--- src/rtl/pws_pkg.sv ---
package pws_pkg;

    typedef enum logic [1:0] {
        ST_IDLE = 2'd0,
        ST_MEAS = 2'd1,
        ST_EXT  = 2'd2
    } pws_state_e;

    typedef struct packed {
        pws_state_e state;
    } pws_ctrl_t;

endpackage

--- src/rtl/pws_sync.sv ---
module pws_sync #(
    parameter int STAGES = 2
) (
    input  logic clk,
    input  logic rst_n,
    input  logic din,
    output logic level,
    output logic rise
);
    typedef struct packed {
        logic [STAGES-1:0] chain;
        logic              prev;
    } sync_t;

    sync_t sync_d, sync_q;

    always_comb begin
        sync_d       = sync_q;
        sync_d.chain = {sync_q.chain[STAGES-2:0], din};
        sync_d.prev  = sync_q.chain[STAGES-1];
    end

    always_ff @(posedge clk or negedge rst_n) begin
        if (!rst_n) sync_q <= '0;
        else        sync_q <= sync_d;
    end

    assign level = sync_q.chain[STAGES-1];
    assign rise  = level & ~sync_q.prev;

    AST_RISE_SINGLE: assert property (@(posedge clk) disable iff (!rst_n)
        rise |=> !rise);

endmodule

--- src/rtl/pws_tick.sv ---
module pws_tick #(
    parameter int RATIO = 5
) (
    input  logic clk,
    input  logic rst_n,
    input  logic en,
    output logic tick
);
    localparam int PH_W = (RATIO > 1) ? $clog2(RATIO) : 1;
    localparam logic [PH_W-1:0] PH_LAST = PH_W'(RATIO - 1);

    typedef struct packed {
        logic [PH_W-1:0] phase;
    } tick_t;

    tick_t tick_d, tick_q;

    always_comb begin
        tick_d = tick_q;
        if (!en)                          tick_d.phase = '0;
        else if (tick_q.phase == PH_LAST) tick_d.phase = '0;
        else                              tick_d.phase = tick_q.phase + PH_W'(1);
    end

    always_ff @(posedge clk or negedge rst_n) begin
        if (!rst_n) tick_q <= '0;
        else        tick_q <= tick_d;
    end

    assign tick = en && (tick_q.phase == PH_LAST);

    generate
        if (RATIO > 1) begin : g_gap
            AST_TICK_GAP: assert property (@(posedge clk) disable iff (!rst_n)
                tick |=> !tick);
            AST_TICK_FRESH: assert property (@(posedge clk) disable iff (!rst_n)
                (en && !$past(en)) |-> !tick);
        end
    endgenerate

endmodule

--- src/rtl/pws_width_cnt.sv ---
module pws_width_cnt #(
    parameter int CNT_W = 16
) (
    input  logic             clk,
    input  logic             rst_n,
    input  logic             clr,
    input  logic             inc,
    input  logic             dec,
    output logic [CNT_W-1:0] count,
    output logic             is_zero,
    output logic             is_one
);
    localparam logic [CNT_W-1:0] CNT_MAX = '1;

    typedef struct packed {
        logic [CNT_W-1:0] value;
    } cnt_t;

    cnt_t cnt_d, cnt_q;

    always_comb begin
        cnt_d = cnt_q;
        if (clr)
            cnt_d.value = '0;
        else if (inc && cnt_q.value != CNT_MAX)
            cnt_d.value = cnt_q.value + CNT_W'(1);
        else if (dec)
            cnt_d.value = cnt_q.value - CNT_W'(1);
    end

    always_ff @(posedge clk or negedge rst_n) begin
        if (!rst_n) cnt_q <= '0;
        else        cnt_q <= cnt_d;
    end

    assign count   = cnt_q.value;
    assign is_zero = (cnt_q.value == '0);
    assign is_one  = (cnt_q.value == CNT_W'(1));

    AST_SAT_HOLD: assert property (@(posedge clk) disable iff (!rst_n)
        (inc && !clr && count == CNT_MAX) |=> count == CNT_MAX);
    AST_NO_UNDERFLOW: assert property (@(posedge clk) disable iff (!rst_n)
        dec |-> !is_zero);

endmodule

--- src/rtl/pulse_width_x5.sv ---
module pulse_width_x5 #(
    parameter int CNT_W       = 16,
    parameter int RATIO       = 5,
    parameter int SYNC_STAGES = 2
) (
    input  logic clk,
    input  logic rst_n,
    input  logic pulse_in,
    output logic stretch_out
);
    import pws_pkg::*;

    logic             in_level, in_rise;
    logic             tick, tick_en;
    logic             cnt_clr, cnt_inc, cnt_dec;
    logic [CNT_W-1:0] cnt_val;
    logic             cnt_zero, cnt_one;

    pws_ctrl_t ctrl_d, ctrl_q;

    pws_sync #(.STAGES(SYNC_STAGES)) u_sync (
        .clk   (clk),
        .rst_n (rst_n),
        .din   (pulse_in),
        .level (in_level),
        .rise  (in_rise)
    );

    pws_tick #(.RATIO(RATIO)) u_tick (
        .clk   (clk),
        .rst_n (rst_n),
        .en    (tick_en),
        .tick  (tick)
    );

    pws_width_cnt #(.CNT_W(CNT_W)) u_cnt (
        .clk     (clk),
        .rst_n   (rst_n),
        .clr     (cnt_clr),
        .inc     (cnt_inc),
        .dec     (cnt_dec),
        .count   (cnt_val),
        .is_zero (cnt_zero),
        .is_one  (cnt_one)
    );

    always_comb begin
        ctrl_d  = ctrl_q;
        cnt_clr = 1'b0;
        cnt_inc = 1'b0;
        cnt_dec = 1'b0;
        tick_en = 1'b0;
        unique case (ctrl_q.state)
            ST_IDLE: begin
                if (in_rise) begin
                    cnt_clr      = 1'b1;
                    ctrl_d.state = ST_MEAS;
                end
            end
            ST_MEAS: begin
                if (in_level)      cnt_inc      = 1'b1;
                else if (cnt_zero) ctrl_d.state = ST_IDLE;
                else               ctrl_d.state = ST_EXT;
            end
            ST_EXT: begin
                tick_en = 1'b1;
                if (tick) begin
                    cnt_dec = 1'b1;
                    if (cnt_one) ctrl_d.state = ST_IDLE;
                end
            end
            default: ctrl_d.state = ST_IDLE;
        endcase
    end

    always_ff @(posedge clk or negedge rst_n) begin
        if (!rst_n) ctrl_q <= '{state: ST_IDLE};
        else        ctrl_q <= ctrl_d;
    end

    assign stretch_out = (ctrl_q.state == ST_EXT);

    AST_OUT_FROM_MEAS: assert property (@(posedge clk) disable iff (!rst_n)
        $rose(stretch_out) |-> $past(ctrl_q.state) == ST_MEAS);
    AST_OUT_FALL_AT_ZERO: assert property (@(posedge clk) disable iff (!rst_n)
        $fell(stretch_out) |-> cnt_zero);
    AST_EXT_HOLD: assert property (@(posedge clk) disable iff (!rst_n)
        (stretch_out && cnt_val > CNT_W'(1)) |=> stretch_out);
    AST_ZERO_NO_OUT: assert property (@(posedge clk) disable iff (!rst_n)
        (ctrl_q.state == ST_MEAS && !in_level && cnt_zero) |=> !stretch_out);

endmodule

--- config.mk ---
export PLATFORM = sky130hd
export DESIGN_NAME = pulse_width_x5
export DESIGN_NICKNAME = d
export VERILOG_FILES = /design/src/rtl/pws_pkg.sv /design/src/rtl/pws_sync.sv /design/src/rtl/pws_tick.sv /design/src/rtl/pws_width_cnt.sv /design/src/rtl/pulse_width_x5.sv
export SDC_FILE = /design/constraint.sdc
export NUM_CORES = 1
export LEC_CHECK = 0
export ABC_CLOCK_PERIOD_IN_PS = 4100
export BUFFER_PORTS_ARGS = -buffer_cell sky130_fd_sc_hd__clkbuf_2
export CORE_ASPECT_RATIO = 2
export CORE_UTILIZATION = 45
export CTS_CLUSTER_SIZE = 24
export DETAILED_ROUTE_END_ITERATION = 10
export GPL_TIMING_DRIVEN = 1
export SYNTH_ARGS = -nofsm -noshare
export SYNTH_HDL_FRONTEND = slang
export SYNTH_SLANG_ARGS = --single-unit
--- constraint.sdc ---
create_clock -name clk -period 4.1 [get_ports clk]
set_input_delay 0.41 -clock clk [delete_from_list [all_inputs] [get_ports clk]]
set_output_delay 0.41 -clock clk [all_outputs]
set_load 0.005 [all_outputs]
# Word level (Yosys, flattened, before mapping)
# Cells that the tools add are included.
# word_totals
out_inout_bits	1
word_cells	43
register_bits	24
in_bits	3
# op_classes
n_mux	18
n_bitwise	2
n_reduce_logical	6
eq_ne	9
add_sub_neg	3
# op_table
op	n
16-bit two-way mux	3
16-bit by 1-bit adder with 16-bit output (second input constant)	1
16-bit by 1-bit == test with 1-bit output (second input constant)	1
16-bit logical NOT	1
16-bit inequality test (second input constant)	1
16-bit by 1-bit subtractor with 16-bit output (second input constant)	1
2-bit two-way mux	5
1-bit two-way mux	7
3-bit two-way mux	2
2-bit one-hot mux with 3 select lines	1
2-bit by 1-bit inequality test with 1-bit output (second input constant)	2
2-bit inequality test (second input constant)	2
4-bit AND reduction	1
3-bit by 1-bit adder with 3-bit output (second input constant)	1
3-bit == test (second input constant)	1
3-bit nonzero test	1
2-bit by 1-bit == test with 1-bit output (second input constant)	1
2-bit == test (second input constant)	1
1-bit logical AND	2
2-bit logical NOT	1
1-bit bitwise AND	1
1-bit inverter	1

# Logic depth before layout (Yosys ltp)
# Gate-level depths: netlist (run 1).
# logic_depth
ltp_word	8
mapped_depth	7

# Cells and area by module
# From an unflattened synthesis (run 1), not the netlist that was laid out.
# unflattened
hier_cells	166
hier_area_um2	1570.3
# by_module_without_submodules
mod	instances	cells_each	seq_area_each_um2	area_per_inst_um2
pws_width_cnt	1	137	400.4	1211.2
pws_tick	1	14	75.1	151.4
pulse_width_x5	1	11	50.0	118.9
pws_sync	1	4	75.1	88.8

# Worst setup path before layout (run 1)
# OpenSTA, ideal clock, no wires.
# synth_path
path_type	register -> register
from	reg u_cnt.cnt_q (netlist bit u_cnt.count[4])
to	reg u_cnt.cnt_q (netlist bit u_cnt.count[11])
setup_slack_ns	2.251
stages_incl_launch_ff	6
synth_period_minus_slack_ns	1.849
t_arrival_ns	1.770
required_ns	4.021
setup_time_ns	0.079
path_cell_list	dfrtp_1 -> or4_4 -> nand2b_4 -> or4_1 -> o21ai_2 -> mux2i_1
# synth_between
elab_chain_cells	4
word_cells_on_any_way	8
classes_between	add/sub (2); eq/ne (1); mux (3); reduce/logical (2)
# synth_rtl
item	line	text
start: declaration	pws_width_cnt.sv:19	cnt_t cnt_d, cnt_q;
start signal: assignment	pws_width_cnt.sv:33	else cnt_q <= cnt_d;
16-bit by 1-bit subtractor with 16-bit output / 16-bit inequality test (equally long branches)	pws_width_cnt.sv:28, pws_width_cnt.sv:25	
16-bit two-way mux / 1-bit logical AND (equally long branches)	pws_width_cnt.sv:27, pws_width_cnt.sv:25	
16-bit two-way mux	pws_width_cnt.sv:25	else if (inc && cnt_q.value != CNT_MAX)
16-bit two-way mux	pws_width_cnt.sv:23	if (clr)
# Parallel ways exist; a longest one is shown, timed or not. The select of a mux whose other input is x is not followed.
# A chain may end at the register's enable or synchronous reset.

# Worst setup path in the final report (run 1)
# layout_path
from	reg u_cnt.cnt_q (netlist bit u_cnt.count[0])
to	reg u_cnt.cnt_q (netlist bit u_cnt.count[0])
# Same word-level chain as after synthesis.

==> results of run 1 <==
==> path summary, 6_finish.rpt <==
kind | slack [ns] | startpoint | endpoint | depth (start not counted)
setup reg to reg | 1.92 | u_cnt.count[0]$_DFFE_PN0P_ | u_cnt.count[0]$_DFFE_PN0P_ | 6
min in group clk | 0.24 | pulse_in | u_sync.sync_d[2]$_DFF_PN0_ | 1
max in group asynchronous | 3.58 | rst_n | u_cnt.count[12]$_DFFE_PN0P_ | 1
hold / removal | 0.12 | rst_n | u_cnt.count[8]$_DFFE_PN0P_ | 1
hold reg to reg | 0.36 | u_sync.sync_d[2]$_DFF_PN0_ | u_sync.level$_DFF_PN0_ | 0
setup / recovery | 1.92 | u_cnt.count[0]$_DFFE_PN0P_ | u_cnt.count[0]$_DFFE_PN0P_ | 6
==> cell usage in the layout, fill, tap and decap left out, types with 4 or more instances in the layout <==
master / synthesis / layout
sky130_fd_sc_hd__o22ai_1: 5 / 5
sky130_fd_sc_hd__ha_1: 5 / 5
sky130_fd_sc_hd__nand4_1: 5 / 5
sky130_fd_sc_hd__inv_1: 8 / 8
sky130_fd_sc_hd__xnor2_1: 7 / 7
sky130_fd_sc_hd__nor2_1: 19 / 19
sky130_fd_sc_hd__mux2i_1: 7 / 7
sky130_fd_sc_hd__clkbuf_8: 0 / 4
sky130_fd_sc_hd__nand2b_1: 6 / 6
sky130_fd_sc_hd__nand2_1: 13 / 13
sky130_fd_sc_hd__nor3_1: 7 / 7
sky130_fd_sc_hd__nand3_1: 9 / 9
sky130_fd_sc_hd__dfrtp_1: 24 / 24
==> logic make-up after synthesis <==
kind of cell	after synthesis
adders and majority gates	5
xor gates and xnor gates	9
muxes	8
AOI/OAI and AO/OA	24
buffers and inverters	16
and+or+nand+nor	84
DFF	24
==> layer usage <==
metal | vias to the layer above | track usage | routed length [µm]
met1 | 633 | 0.213 | 1350
met4 | 0 | 0.119 | 111
li1 | 618 | - | -
met5 | - | 0 | 0
met2 | 28 | 0.405 | 2020
met3 | 11 | 0.0215 | 81
==> critical path, delay by kind of cell (launching register included) <==
kind          cells  cell delay (ns)
mux               1             0.36
flops             1             0.50
fa+ha+maj         1             0.29
simple gates      4             0.93
==> layout make-up <==
| type | count | area (µm²) | area share |
|---|---|---|---|
| Tap cell | 31 | 38.8 | 0.0239 |
| Clock buffer | 4 | 55.1 | 0.0340 |
| Sequential cell | 24 | 601 | 0.371 |
| Multi-Input combinational cell | 130 | 873 | 0.539 |
| Timing Repair Buffer | 4 | 22.5 | 0.0139 |
| Inverter | 8 | 30.0 | 0.0185 |
==> report_power, final <==
| part | internal, µW | leakage [µW] | total, µW | switching (µW) |
|---|---|---|---|---|
| clock | 85.9 | 0.0000288 | 163 | 77.0 |
| combinational | 192 | 0.000351 | 416 | 224 |
| sequential | 312 | 0.000316 | 449 | 137 |
| total | 590 | 0.000695 | 1030 | 438 |
==> flip-flops by register name, indices dropped and copies added, names as in the netlist <==
signal / cells
u_cnt.count: 16
u_tick.tick_q: 3
ctrl_q: 2
u_sync.level: 1
u_sync.sync_d: 1
u_sync.sync_q: 1
==> through the flow <==
step	worst slack, ns	utilization	hold WS, ns	power (µW)	std cells
floorplan	2.25	-	0.114	762	170
global placement	2.11	0.485	0.344	846	197
detailed placement	1.98	0.485	0.341	868	197
CTS	1.95	0.502	0.146	1040	201
global route	1.83	0.502	0.177	1110	201
finish	1.92	0.502	0.119	1030	201
==> cell usage after synthesis (2+ instances only) <==
cell type                   instances  area (µm²)
sky130_fd_sc_hd__or3_1              3        18.8
sky130_fd_sc_hd__nor2_1            19        71.3
sky130_fd_sc_hd__xnor2_1            7        61.3
sky130_fd_sc_hd__nor3_1             7        35.0
sky130_fd_sc_hd__clkbuf_1           4        15.0
sky130_fd_sc_hd__a211oi_1           2        15.0
sky130_fd_sc_hd__xor2_1             2        17.5
sky130_fd_sc_hd__inv_1              8        30.0
sky130_fd_sc_hd__o2bb2ai_1          3        26.3
sky130_fd_sc_hd__o22ai_1            5        31.3
sky130_fd_sc_hd__and3_1             3        18.8
sky130_fd_sc_hd__mux2i_1            7        70.1
sky130_fd_sc_hd__nor4_1             2        12.5
sky130_fd_sc_hd__and2_1             2        12.5
sky130_fd_sc_hd__o32ai_1            2        17.5
sky130_fd_sc_hd__dfrtp_1           24         601
sky130_fd_sc_hd__ha_1               5        62.6
sky130_fd_sc_hd__nand3_1            9        45.0
sky130_fd_sc_hd__a32oi_1            3        26.3
sky130_fd_sc_hd__nand2b_1           6        37.5
sky130_fd_sc_hd__nand3b_1           2        15.0
sky130_fd_sc_hd__buf_2              3        15.0
sky130_fd_sc_hd__nand4_1            5        31.3
sky130_fd_sc_hd__and4_1             3        26.3
sky130_fd_sc_hd__nand2_1           13        48.8
==> results by group, run 1 <==
Status
  • Run status: finished, final reports clean

Synth
  • Synth Area in Simple Gates: 0.304
  • Most common flop cell mapped by yosys: sky130_fd_sc_hd__dfrtp_1
  • Post-synthesis average cell area: 9.05 µm²
  • Number of flip-flops and latches in the synthesized netlist: 24
  • Combinational family with the most area after synthesis: simple AND/OR/NAND/NOR gates
  • Post-Synth Adder-Cell Area: 0.0407
  • Number of enable-type register cells in the synthesized netlist: 0
  • Post-synthesis cell type count: 46
  • Proportion of synthesized area in mux cells: 0.0528
  • Synth warnings: 0
  • Net Count, Synth: 178
  • Compound-gate portion of the synthesized area: 0.119
  • Area of the mapped netlist: 0.00154 mm²
  • Fraction of registers with async set/reset: 1.00
  • Instance count of the mapped netlist: 170
  • Register area share after synthesis: 0.390
  • Share of the synthesized netlist area taken by xor and xnor gates: 0.0512

Clocking
  • Post_cts resized: 0
  • CTS tree: built
  • CTS buffer count: 3
  • Clock Tree Buf Depth: 2
  • Later-pin clock latency in the skew report: 0.27 ns
  • Clock slew seen by the registers of the worst setup and hold paths: 0.08 ns
  • Count of clock tree sinks: 24
  • H-tree levels: 1
  • Buffers inserted by post-CTS timing repair: 0
  • Post-CTS Hold Buffers: 0
  • Master cell of the clock root buffer: sky130_fd_sc_hd__clkbuf_8

Placed design
  • Cell Area, Placed: 0.00157 mm²
  • Post-DP HPWL: 2.67 mm
  • Weighted congestion at the end of routability-driven global placement: 0.903
  • Port buffer count: 3

Critical path
  • Kind of end point of the critical path: flip-flop
  • Cell mode on critical path: sky130_fd_sc_hd__nor2_1
  • Longest individual stage delay on the worst path: 0.50 ns
  • Data arrival time of the worst path: 2.34 ns
  • Crit path launch type: flip-flop
  • Startpoint-to-endpoint class of the critical path: reg -> reg
  • Critical path data required time: 4.27 ns
  • Worst path slowest cell: sky130_fd_sc_hd__dfrtp_1
  • Crit path max fanout: 9
  • Crit path cell chain: ha_1 -> nand3_1 -> nor4_2 -> nor2_1 -> nor2_1 -> mux2_2

Cells and area
  • Number of nets in the layout: 179
  • Area growth from synthesis to layout: 5.28%
  • Layout cell share with drive strength beyond 1: 0.0941
  • Post-route standard cell area excluding fillers: 0.00162 mm²
  • Antenna diode count: 0
  • Filler Cells Inserted: 309

Floorplanning
  • Number of top-level pins: 4
  • Horizontal die dimension: 43.4 µm
  • Number of rows created at floorplan: 29
  • Floorplan Core Area: 0.00323 mm²
  • Die area: 0.00367 mm²
  • Height of the die: 84.7 µm
  • Initial cell density of the core: 0.477

STA
  • Maximum frequency from static timing analysis: 459 MHz
  • Min Tclk post-route: 2.18 ns
  • Final total negative setup slack: 0 ns
  • Slew at the pin with the worst max-slew slack: 0.600 ns
  • Final hold violation count: 0
  • Max-slew violation count: 0
  • Setup skew after layout: 0.00676 ns
  • Crit share post-route: 0.531
  • Worst slew margin relative to its limit: 0.597
  • RSZ-0062 raised after global routing: false
  • Number of setup violations in the final report: 0

Run
  • Max-cap violations: 0

Global routing
  • Global-route wire length before repair: 5.84 mm
  • Remaining global-route overflow: 0
  • Overall global routing resource usage: 0.215
  • Largest net degree at the start of global routing: 25
  • Number of antenna violations at the first check in global routing: 0
  • Vias in the first global route: 1292

Routing
  • Via total after detailed routing: 1290
  • Average wire per cell in the routed design: 17.7 µm
  • Antenna violation net count after detailed routing: 0
  • DRC Markers: 0
  • First DRT Iteration DRCs: 37
  • Mean number of vias per cell: 6.42
  • Total wire length after detailed routing: 3.56 mm
  • Number of optimization iterations in the first detailed-route pass: 4

Power and ir drop
  • LEAKAGE: 0.000695 µW
  • Power density relative to cell area: 635 mW/mm²
  • Max IR drop VDD: 0.358 mV

Worst hold path
  • Path class of the lowest-slack min-delay path: in -> async
No activity file was read; power rests on OpenSTA's default activity.
==> inputs of run 2 (changes only) <==
--- a/config.mk
+++ b/config.mk
@@ -5,7 +5,7 @@
 export SDC_FILE = /design/constraint.sdc
 export NUM_CORES = 1
 export LEC_CHECK = 0
-export ABC_CLOCK_PERIOD_IN_PS = 4100
+export ABC_CLOCK_PERIOD_IN_PS = 1900
 export BUFFER_PORTS_ARGS = -buffer_cell sky130_fd_sc_hd__clkbuf_2
 export CORE_ASPECT_RATIO = 2
 export CORE_UTILIZATION = 45
==> constraint.sdc (replaced) <==
create_clock -name clk -period 1.9 [get_ports clk]
set_input_delay 0.19 -clock clk [delete_from_list [all_inputs] [get_ports clk]]
set_output_delay 0.19 -clock clk [all_outputs]
set_load 0.005 [all_outputs]
==> run 2 against run 1 <==
Effect of this change:
- power grew to 2.6 times the previous value
- maximum frequency grew 18%
- non-clock buffer count grew 22
- clock power grew to 2.8 times the previous value
- design area grew 15%
- wire length grew 2.8%
- register-to-register slack lost 1.9 ns
- via count grew 4.7%
- first-iteration DRC count grew 38%
- critical path depth shrank 1
- global-route usage grew 0.10 points
- clock skew is essentially flat
==> results by group, run 2 (same netlist as run 1, synthesis figures left out) <==
Placed design
  • Weighted congestion at the end of routability-driven global placement: 0.814 (-9.8%)
  • Worst setup timing slack at the placement stage: -0.0104 ns (-1.99 ns)
  • Post-DP HPWL: 2.72 mm (+1.9%)
  • Port buffer count: 3 (unchanged)

Global routing
  • Largest net degree at the start of global routing: 25 (unchanged)
  • Overall global routing resource usage: 0.216 (+0.00101)
  • Global-route wire length before repair: 6.03 mm (+3.2%)
  • Remaining global-route overflow: 0 (unchanged)
  • Busiest metal layer after global routing: met2
  • Vias in the first global route: 1325 (+2.6%)
  • Met1 capacity usage during global routing: 0.247 (+0.0334)
  • Met2 Use GR: 0.386 (-0.0193)
  • Number of antenna violations at the first check in global routing: 0 (unchanged)
  • Met3 usage in global routing: 0.0194 (-0.00215)

Critical path
  • Data arrival time of the worst path: 2.06 ns (-0.28 ns)
  • Startpoint-to-endpoint class of the critical path: reg -> reg
  • Critical path data required time: 2.11 ns (-2.16 ns)
  • Crit path max fanout: 3 (-6)
  • Crit path launch type: flip-flop
  • Kind of end point of the critical path: flip-flop

Routing
  • DRC Markers: 0 (unchanged)
  • First DRT Iteration DRCs: 51 (+38%)
  • Via total after detailed routing: 1350 (+4.7%)
  • Mean number of vias per cell: 6.05 (-5.7%)
  • Antenna violation net count after detailed routing: 0 (unchanged)
  • Average wire per cell in the routed design: 16.4 µm (-7.3%)
  • Number of optimization iterations in the first detailed-route pass: 4 (unchanged)
  • Total wire length after detailed routing: 3.66 mm (+2.8%)

Clocking
  • CTS tree: built
  • Later-pin clock latency in the skew report: 0.27 ns (about the same)
  • Master cell of the clock root buffer: sky130_fd_sc_hd__clkbuf_8
  • Clock slew seen by the registers of the worst setup and hold paths: 0.09 ns (about the same)
  • CTS buffer count: 3 (unchanged)
  • H-tree levels: 1 (unchanged)
  • Clock Tree Buf Depth: 2 (unchanged)
  • Count of clock tree sinks: 24 (unchanged)

STA
  • Crit share post-route: 0.975 (+0.444)
  • Min Tclk post-route: 1.85 ns (-0.324 ns)
  • RSZ-0062 raised after global routing: true
  • Slew at the pin with the worst max-slew slack: 0.611 ns (+0.0109 ns)
  • Number of setup violations in the final report: 0 (unchanged)
  • Final hold violation count: 0 (unchanged)
  • Final-layout worst hold slack: 0.0144 ns (-0.105 ns)
  • Maximum frequency from static timing analysis: 540 MHz (+18%)
  • Setup skew after layout: 0.00707 ns (+0.000314 ns)
  • Minimum setup slack in the final design: 0.0478 ns (-1.88 ns)
  • Worst slew margin relative to its limit: 0.593 (-0.00397)
  • Max-slew violation count: 0 (unchanged)

Floorplanning
  • Die area: 0.00367 mm² (unchanged)
  • Horizontal die dimension: 43.4 µm (unchanged)
  • Height of the die: 84.7 µm (unchanged)
  • Initial cell density of the core: 0.477 (unchanged)
  • Number of rows created at floorplan: 29 (unchanged)
  • Number of top-level pins: 4 (unchanged)
  • Floorplan Core Area: 0.00323 mm² (unchanged)

Cells and area
  • Layout cell share with drive strength beyond 1: 0.250 (+0.156)
  • Number of nets in the layout: 201 (+12%)
  • Area growth from synthesis to layout: 20.8%
  • Antenna diode count: 0 (unchanged)
  • Number of flip-flops under the largest register name: 16 (unchanged)
  • Most used cells in the layout excluding fill and tap cells: 22 x sky130_fd_sc_hd__dfrtp_1, 22 x sky130_fd_sc_hd__buf_4, 18 x sky130_fd_sc_hd__nor2_1

Run
  • Max-cap violations: 0 (unchanged)

Power and ir drop
  • LEAKAGE: 0.000831 µW (+20%)
  • Max IR drop VDD: 0.802 mV (+120%)
  • Power density relative to cell area: 1430 mW/mm² (+120%)
  • Power after layout: 2650 µW (+160%)

Status
  • Run status: finished, final reports clean

Worst hold path
  • Path class of the lowest-slack min-delay path: in -> reg
run 2: metrics by stage:
stage | cells | setup TNS, ns | instance area [µm²] | utilization
final | 223 | 0 | 1860 | 0.576
after global routing | 223 | -0.0692 | 1860 | 0.576
after global placement | 216 | 0 | 1710 | 0.529
after CTS | 221 | 0 | 1790 | 0.554
after detailed placement | 216 | -0.0104 | 1710 | 0.529
after floorplan | 170 | 0 | 1540 | -
run 2: final cells by class:
cell class / count / area (µm²)
Fill cell: 288 / 1370
Multi-Input combinational cell: 130 / 926
Inverter: 8 / 30.0
Tap cell: 31 / 38.8
Clock buffer: 3 / 41.3
Clock inverter: 1 / 30.0
Sequential cell: 24 / 603
Timing Repair Buffer: 26 / 190
run 2: path summary, 6_finish.rpt:
path / start / end / slack (ns) / cells past startpoint
max reg2reg: u_cnt.count[7]$_DFFE_PN0P_ / u_cnt.count[11]$_DFFE_PN0P_ / 0.05 / 5
max in group asynchronous: rst_n / u_cnt.count[3]$_DFFE_PN0P_ / 1.01 / 2
max: u_cnt.count[7]$_DFFE_PN0P_ / u_cnt.count[11]$_DFFE_PN0P_ / 0.05 / 5
min reg2reg: u_sync.sync_d[2]$_DFF_PN0_ / u_sync.level$_DFF_PN0_ / 0.36 / 0
min in group asynchronous: rst_n / u_cnt.count[11]$_DFFE_PN0P_ / 0.45 / 2
min: pulse_in / u_sync.sync_d[2]$_DFF_PN0_ / 0.01 / 1
run 2: repair_timing:
item                                   4_1_cts  5_1_grt
setup endpoints to repair                    1        8
endpoints found under the hold margin       24        0
hold buffers                                 1        0
setup buffers                                0        2
gates resized for setup                      1       13
pin swaps                                    0        2
run 2: worst max-delay path, cell delays in order, from the launching register on:
cell and delay [ns]:
sky130_fd_sc_hd__dfrtp_1 0.39, sky130_fd_sc_hd__or4_4 0.56, sky130_fd_sc_hd__nand2b_4 0.17, sky130_fd_sc_hd__or4_4 0.41, sky130_fd_sc_hd__o21ai_2 0.08, sky130_fd_sc_hd__mux2i_1 0.18
run 2: layer usage:
| metal | up-vias | wire, µm | share of wire |
|---|---|---|---|
| li1 | 656 | - | - |
| met1 | 667 | 1410 | 0.39 |
| met2 | 18 | 2110 | 0.58 |
| met3 | 9 | 60 | 0.016 |
| met4 | 0 | 81 | 0.022 |
| met5 | - | 0 | 0 |
run 2: power by group:
part	total [µW]	leakage [µW]	switching (µW)	internal [µW]
Combinational	1310	0.000483	655	655
Sequential	883	0.000313	205	678
Clock	458	0.0000357	176	282
==> inputs of run 3 (changes only) <==
--- a/config.mk
+++ b/config.mk
@@ -6,7 +6,8 @@
 export NUM_CORES = 1
 export LEC_CHECK = 0
 export ABC_CLOCK_PERIOD_IN_PS = 1900
-export BUFFER_PORTS_ARGS = -buffer_cell sky130_fd_sc_hd__clkbuf_2
+export BUFFER_PORTS_ARGS = -buffer_cell sky130_fd_sc_hd__buf_2
+export CAP_MARGIN = 20
 export CORE_ASPECT_RATIO = 2
 export CORE_UTILIZATION = 45
 export CTS_CLUSTER_SIZE = 24
==> run 3 against run 2 <==
Effect of this change:
- register-to-register slack barely moved
- global-route usage rose by 0.82 points
- first-iteration DRC count shrank 5.9%
- die area stayed put
- combinational power is essentially flat
- cell count is 0.45% higher
- clock power is 2% lower
- power fell by 1.3%
- highest routed layer unchanged
- via count grew 1.6%
- count of clock-buffer cells in the layout stayed put
==> results by group, run 3 (same netlist as run 1, synthesis figures left out) <==
Clocking
  • Clock Tree Buf Depth: 2 (unchanged)
  • Later-pin clock latency in the skew report: 0.27 ns (about the same)
  • Clock slew seen by the registers of the worst setup and hold paths: 0.09 ns (about the same)
  • H-tree levels: 1 (unchanged)
  • Count of clock tree sinks: 24 (unchanged)
  • Master cell of the clock root buffer: sky130_fd_sc_hd__clkbuf_8
  • CTS tree: built
  • CTS buffer count: 3 (unchanged)

Floorplanning
  • Initial cell density of the core: 0.477 (unchanged)
  • Horizontal die dimension: 43.4 µm (unchanged)
  • Number of top-level pins: 4 (unchanged)
  • Height of the die: 84.7 µm (unchanged)
  • Die area: 0.00367 mm² (unchanged)
  • Number of rows created at floorplan: 29 (unchanged)
  • Floorplan Core Area: 0.00323 mm² (unchanged)

Global routing
  • Largest net degree at the start of global routing: 25 (unchanged)
  • Global-route wire length before repair: 6.22 mm (+3.1%)
  • Number of antenna violations at the first check in global routing: 0 (unchanged)
  • Overall global routing resource usage: 0.224 (+0.00822)
  • Remaining global-route overflow: 0 (unchanged)
  • Vias in the first global route: 1450 (+9.4%)

Cells and area
  • Layout cell share with drive strength beyond 1: 0.233 (-0.0168)
  • Area growth from synthesis to layout: 19.3%
  • Number of flip-flops under the largest register name: 16 (unchanged)
  • Antenna diode count: 0 (unchanged)
  • Post-route insts no fill: 224 (+0.45%)
  • Most used cells in the layout excluding fill and tap cells: 23 x sky130_fd_sc_hd__buf_4, 21 x sky130_fd_sc_hd__dfrtp_1, 19 x sky130_fd_sc_hd__nor2_1
  • Sequential standard cell area: 604 µm² (+0.21%)
  • Number of nets in the layout: 202 (+0.50%)
  • Filler Cells Inserted: 296 (+2.8%)
  • Most common library cell in the layout ignoring fill and taps: sky130_fd_sc_hd__buf_4
  • Area of combinational cells with multiple inputs: 895 µm² (-3.4%)

Run
  • Max-cap violations: 0 (unchanged)

Critical path
  • Worst setup endpoint: u_cnt.count[11]$_DFFE_PN0P_
  • Data arrival time of the worst path: 2.06 ns (about the same)
  • Crit path launch type: flip-flop
  • Crit path cell chain: or4_4 -> nand2b_4 -> or4_4 -> o21ai_2 -> mux2i_1
  • Start point of the critical path: u_cnt.count[6]$_DFFE_PN0P_
  • Longest individual stage delay on the worst path: 0.56 ns (about the same)
  • Reg-to-reg critical path startpoint: u_cnt.count[6]$_DFFE_PN0P_
  • Register-to-Register Setup Slack: 0.04 ns (about the same)
  • Terminus of the critical flop-to-flop path: u_cnt.count[11]$_DFFE_PN0P_
  • Crit path max fanout: 3 (unchanged)
  • Cell count of the worst reg-to-reg path: 5 (unchanged)
  • Cell mode on critical path: sky130_fd_sc_hd__or4_4
  • Kind of end point of the critical path: flip-flop
  • Critical path data required time: 2.10 ns (about the same)
  • Startpoint-to-endpoint class of the critical path: reg -> reg
  • Worst path slowest cell: sky130_fd_sc_hd__or4_4

STA
  • Number of setup violations in the final report: 0 (unchanged)
  • Setup skew after layout: 0.00640 ns (-0.000668 ns)
  • Crit share post-route: 0.979 (+0.00438)
  • Maximum frequency from static timing analysis: 537 MHz (-0.45%)
  • Final total negative setup slack: 0 ns (unchanged)
  • Slew at the pin with the worst max-slew slack: 0.532 ns (-0.0787 ns)
  • RSZ-0062 raised after global routing: true
  • Worst slew margin relative to its limit: 0.645 (+0.0525)
  • Max-slew violation count: 0 (unchanged)
  • Final-layout worst hold slack: 0.0141 ns (-0.000303 ns)
  • Minimum setup slack in the final design: 0.0395 ns (-0.00832 ns)
  • Min Tclk post-route: 1.86 ns (+0.00832 ns)
  • Final hold violation count: 0 (unchanged)

Routing
  • Number of optimization iterations in the first detailed-route pass: 4 (unchanged)
  • First DRT Iteration DRCs: 48 (-5.9%)
  • Average wire per cell in the routed design: 16.7 µm (+1.9%)
  • Total wire length after detailed routing: 3.74 mm (+2.3%)
  • Mean number of vias per cell: 6.12 (+1.1%)
  • Via total after detailed routing: 1371 (+1.6%)
  • DRC Markers: 0 (unchanged)
  • Antenna violation net count after detailed routing: 0 (unchanged)

Placed design
  • Weighted congestion at the end of routability-driven global placement: 0.814 (about the same)
  • Post-DP HPWL: 2.85 mm (+4.6%)
  • Number of cells after detailed placement: 216 (unchanged)
  • Worst setup timing slack at the placement stage: -0.00634 ns (+0.00405 ns)
  • Port buffer count: 3 (unchanged)

Worst hold path
  • Path class of the lowest-slack min-delay path: in -> reg
  • Worst hold path stage count: 1 (unchanged)

Status
  • Run status: finished, final reports clean

Power and ir drop
  • Max IR drop VDD: 0.813 mV (+1.4%)
  • Power Internal: 1590 µW (-1.4%)
  • LEAKAGE: 0.000816 µW (-1.8%)
  • Clk network pwr share: 0.172 (about the same)
  • Seq pwr share: 0.337 (+0.004)
  • Psw: 1020 µW (-1.2%)
  • Switching portion of total power: 0.391 (+0.000492)
  • Power after layout: 2620 µW (-1.3%)
  • Power share of the combinational group: 0.491 (-0.003)
  • Power density relative to cell area: 1420 mW/mm² (-0.13%)
## run 3: power groups by stage
stage | Clock [µW] | Combinational, µW | Sequential, µW
after floorplan | 0 | 835 | 810
after global placement | 0 | 1190 | 866
after detailed placement | 0 | 1220 | 880
after CTS | 456 | 1230 | 873
after global routing | 481 | 1410 | 907
final | 450 | 1280 | 881
## run 3: worst max-delay path: cells and delay by family, from the launching register on
family	cells	cell delay, ns
mux	1	0.18
flops	1	0.39
simple gates	3	1.15
compound gates	1	0.08
## run 3: layout make-up
cell class	count	share of cell area
multi-input combinational	130	0.487
sequential	24	0.329
timing repair buffer	27	0.108
clock buffer	3	0.0225
tap	31	0.0211
clock inverter	1	0.0163
inverter	8	0.0163
## run 3: how the worst min path moves through the flow
stage | from | to | slack, ns
3_3_place_gp | rst_n | u_cnt.count[7]$_DFFE_PN0P_ | 0.20
4_1_cts | pulse_in | u_sync.sync_d[2]$_DFF_PN0_ | 0.02
6_report | pulse_in | u_sync.sync_d[2]$_DFF_PN0_ | 0.01
3_5_place_dp | rst_n | u_cnt.count[6]$_DFFE_PN0P_ | 0.20
5_1_grt | pulse_in | u_sync.sync_d[2]$_DFF_PN0_ | 0.009
2_1_floorplan | rst_n | ctrl_q[0]$_DFFE_PN0P_ | -0.11
## run 3: per-stage QoR
step	instance area, µm²	utilization
2_1_floorplan	1540	-
3_3_place_gp	1710	0.529
3_5_place_dp	1710	0.529
4_1_cts	1790	0.556
5_1_grt	1840	0.569
6_report	1840	0.569
## run 3: repair_timing
| item | 4_1_cts | 5_1_grt |
|---|---|---|
| gates resized for setup | 2 | 7 |
| pin swaps | 0 | 2 |
| hold endpoints to repair | 24 | 0 |
| setup endpoints to repair | 2 | 7 |
| buffers inserted | 0 | 3 |
| hold buffers | 1 | 0 |
## run 3: metal layers
| metal | wire length, µm | vias up | global-route usage | share of wire |
|---|---|---|---|---|
| met2 | 2170 | 36 | 0.423 | 0.58 |
| li1 | - | 662 | - | - |
| met1 | 1380 | 663 | 0.241 | 0.37 |
| met4 | 89 | 0 | 0.0852 | 0.024 |
| met3 | 105 | 10 | 0.0215 | 0.028 |
| met5 | 0 | - | 0 | 0 |
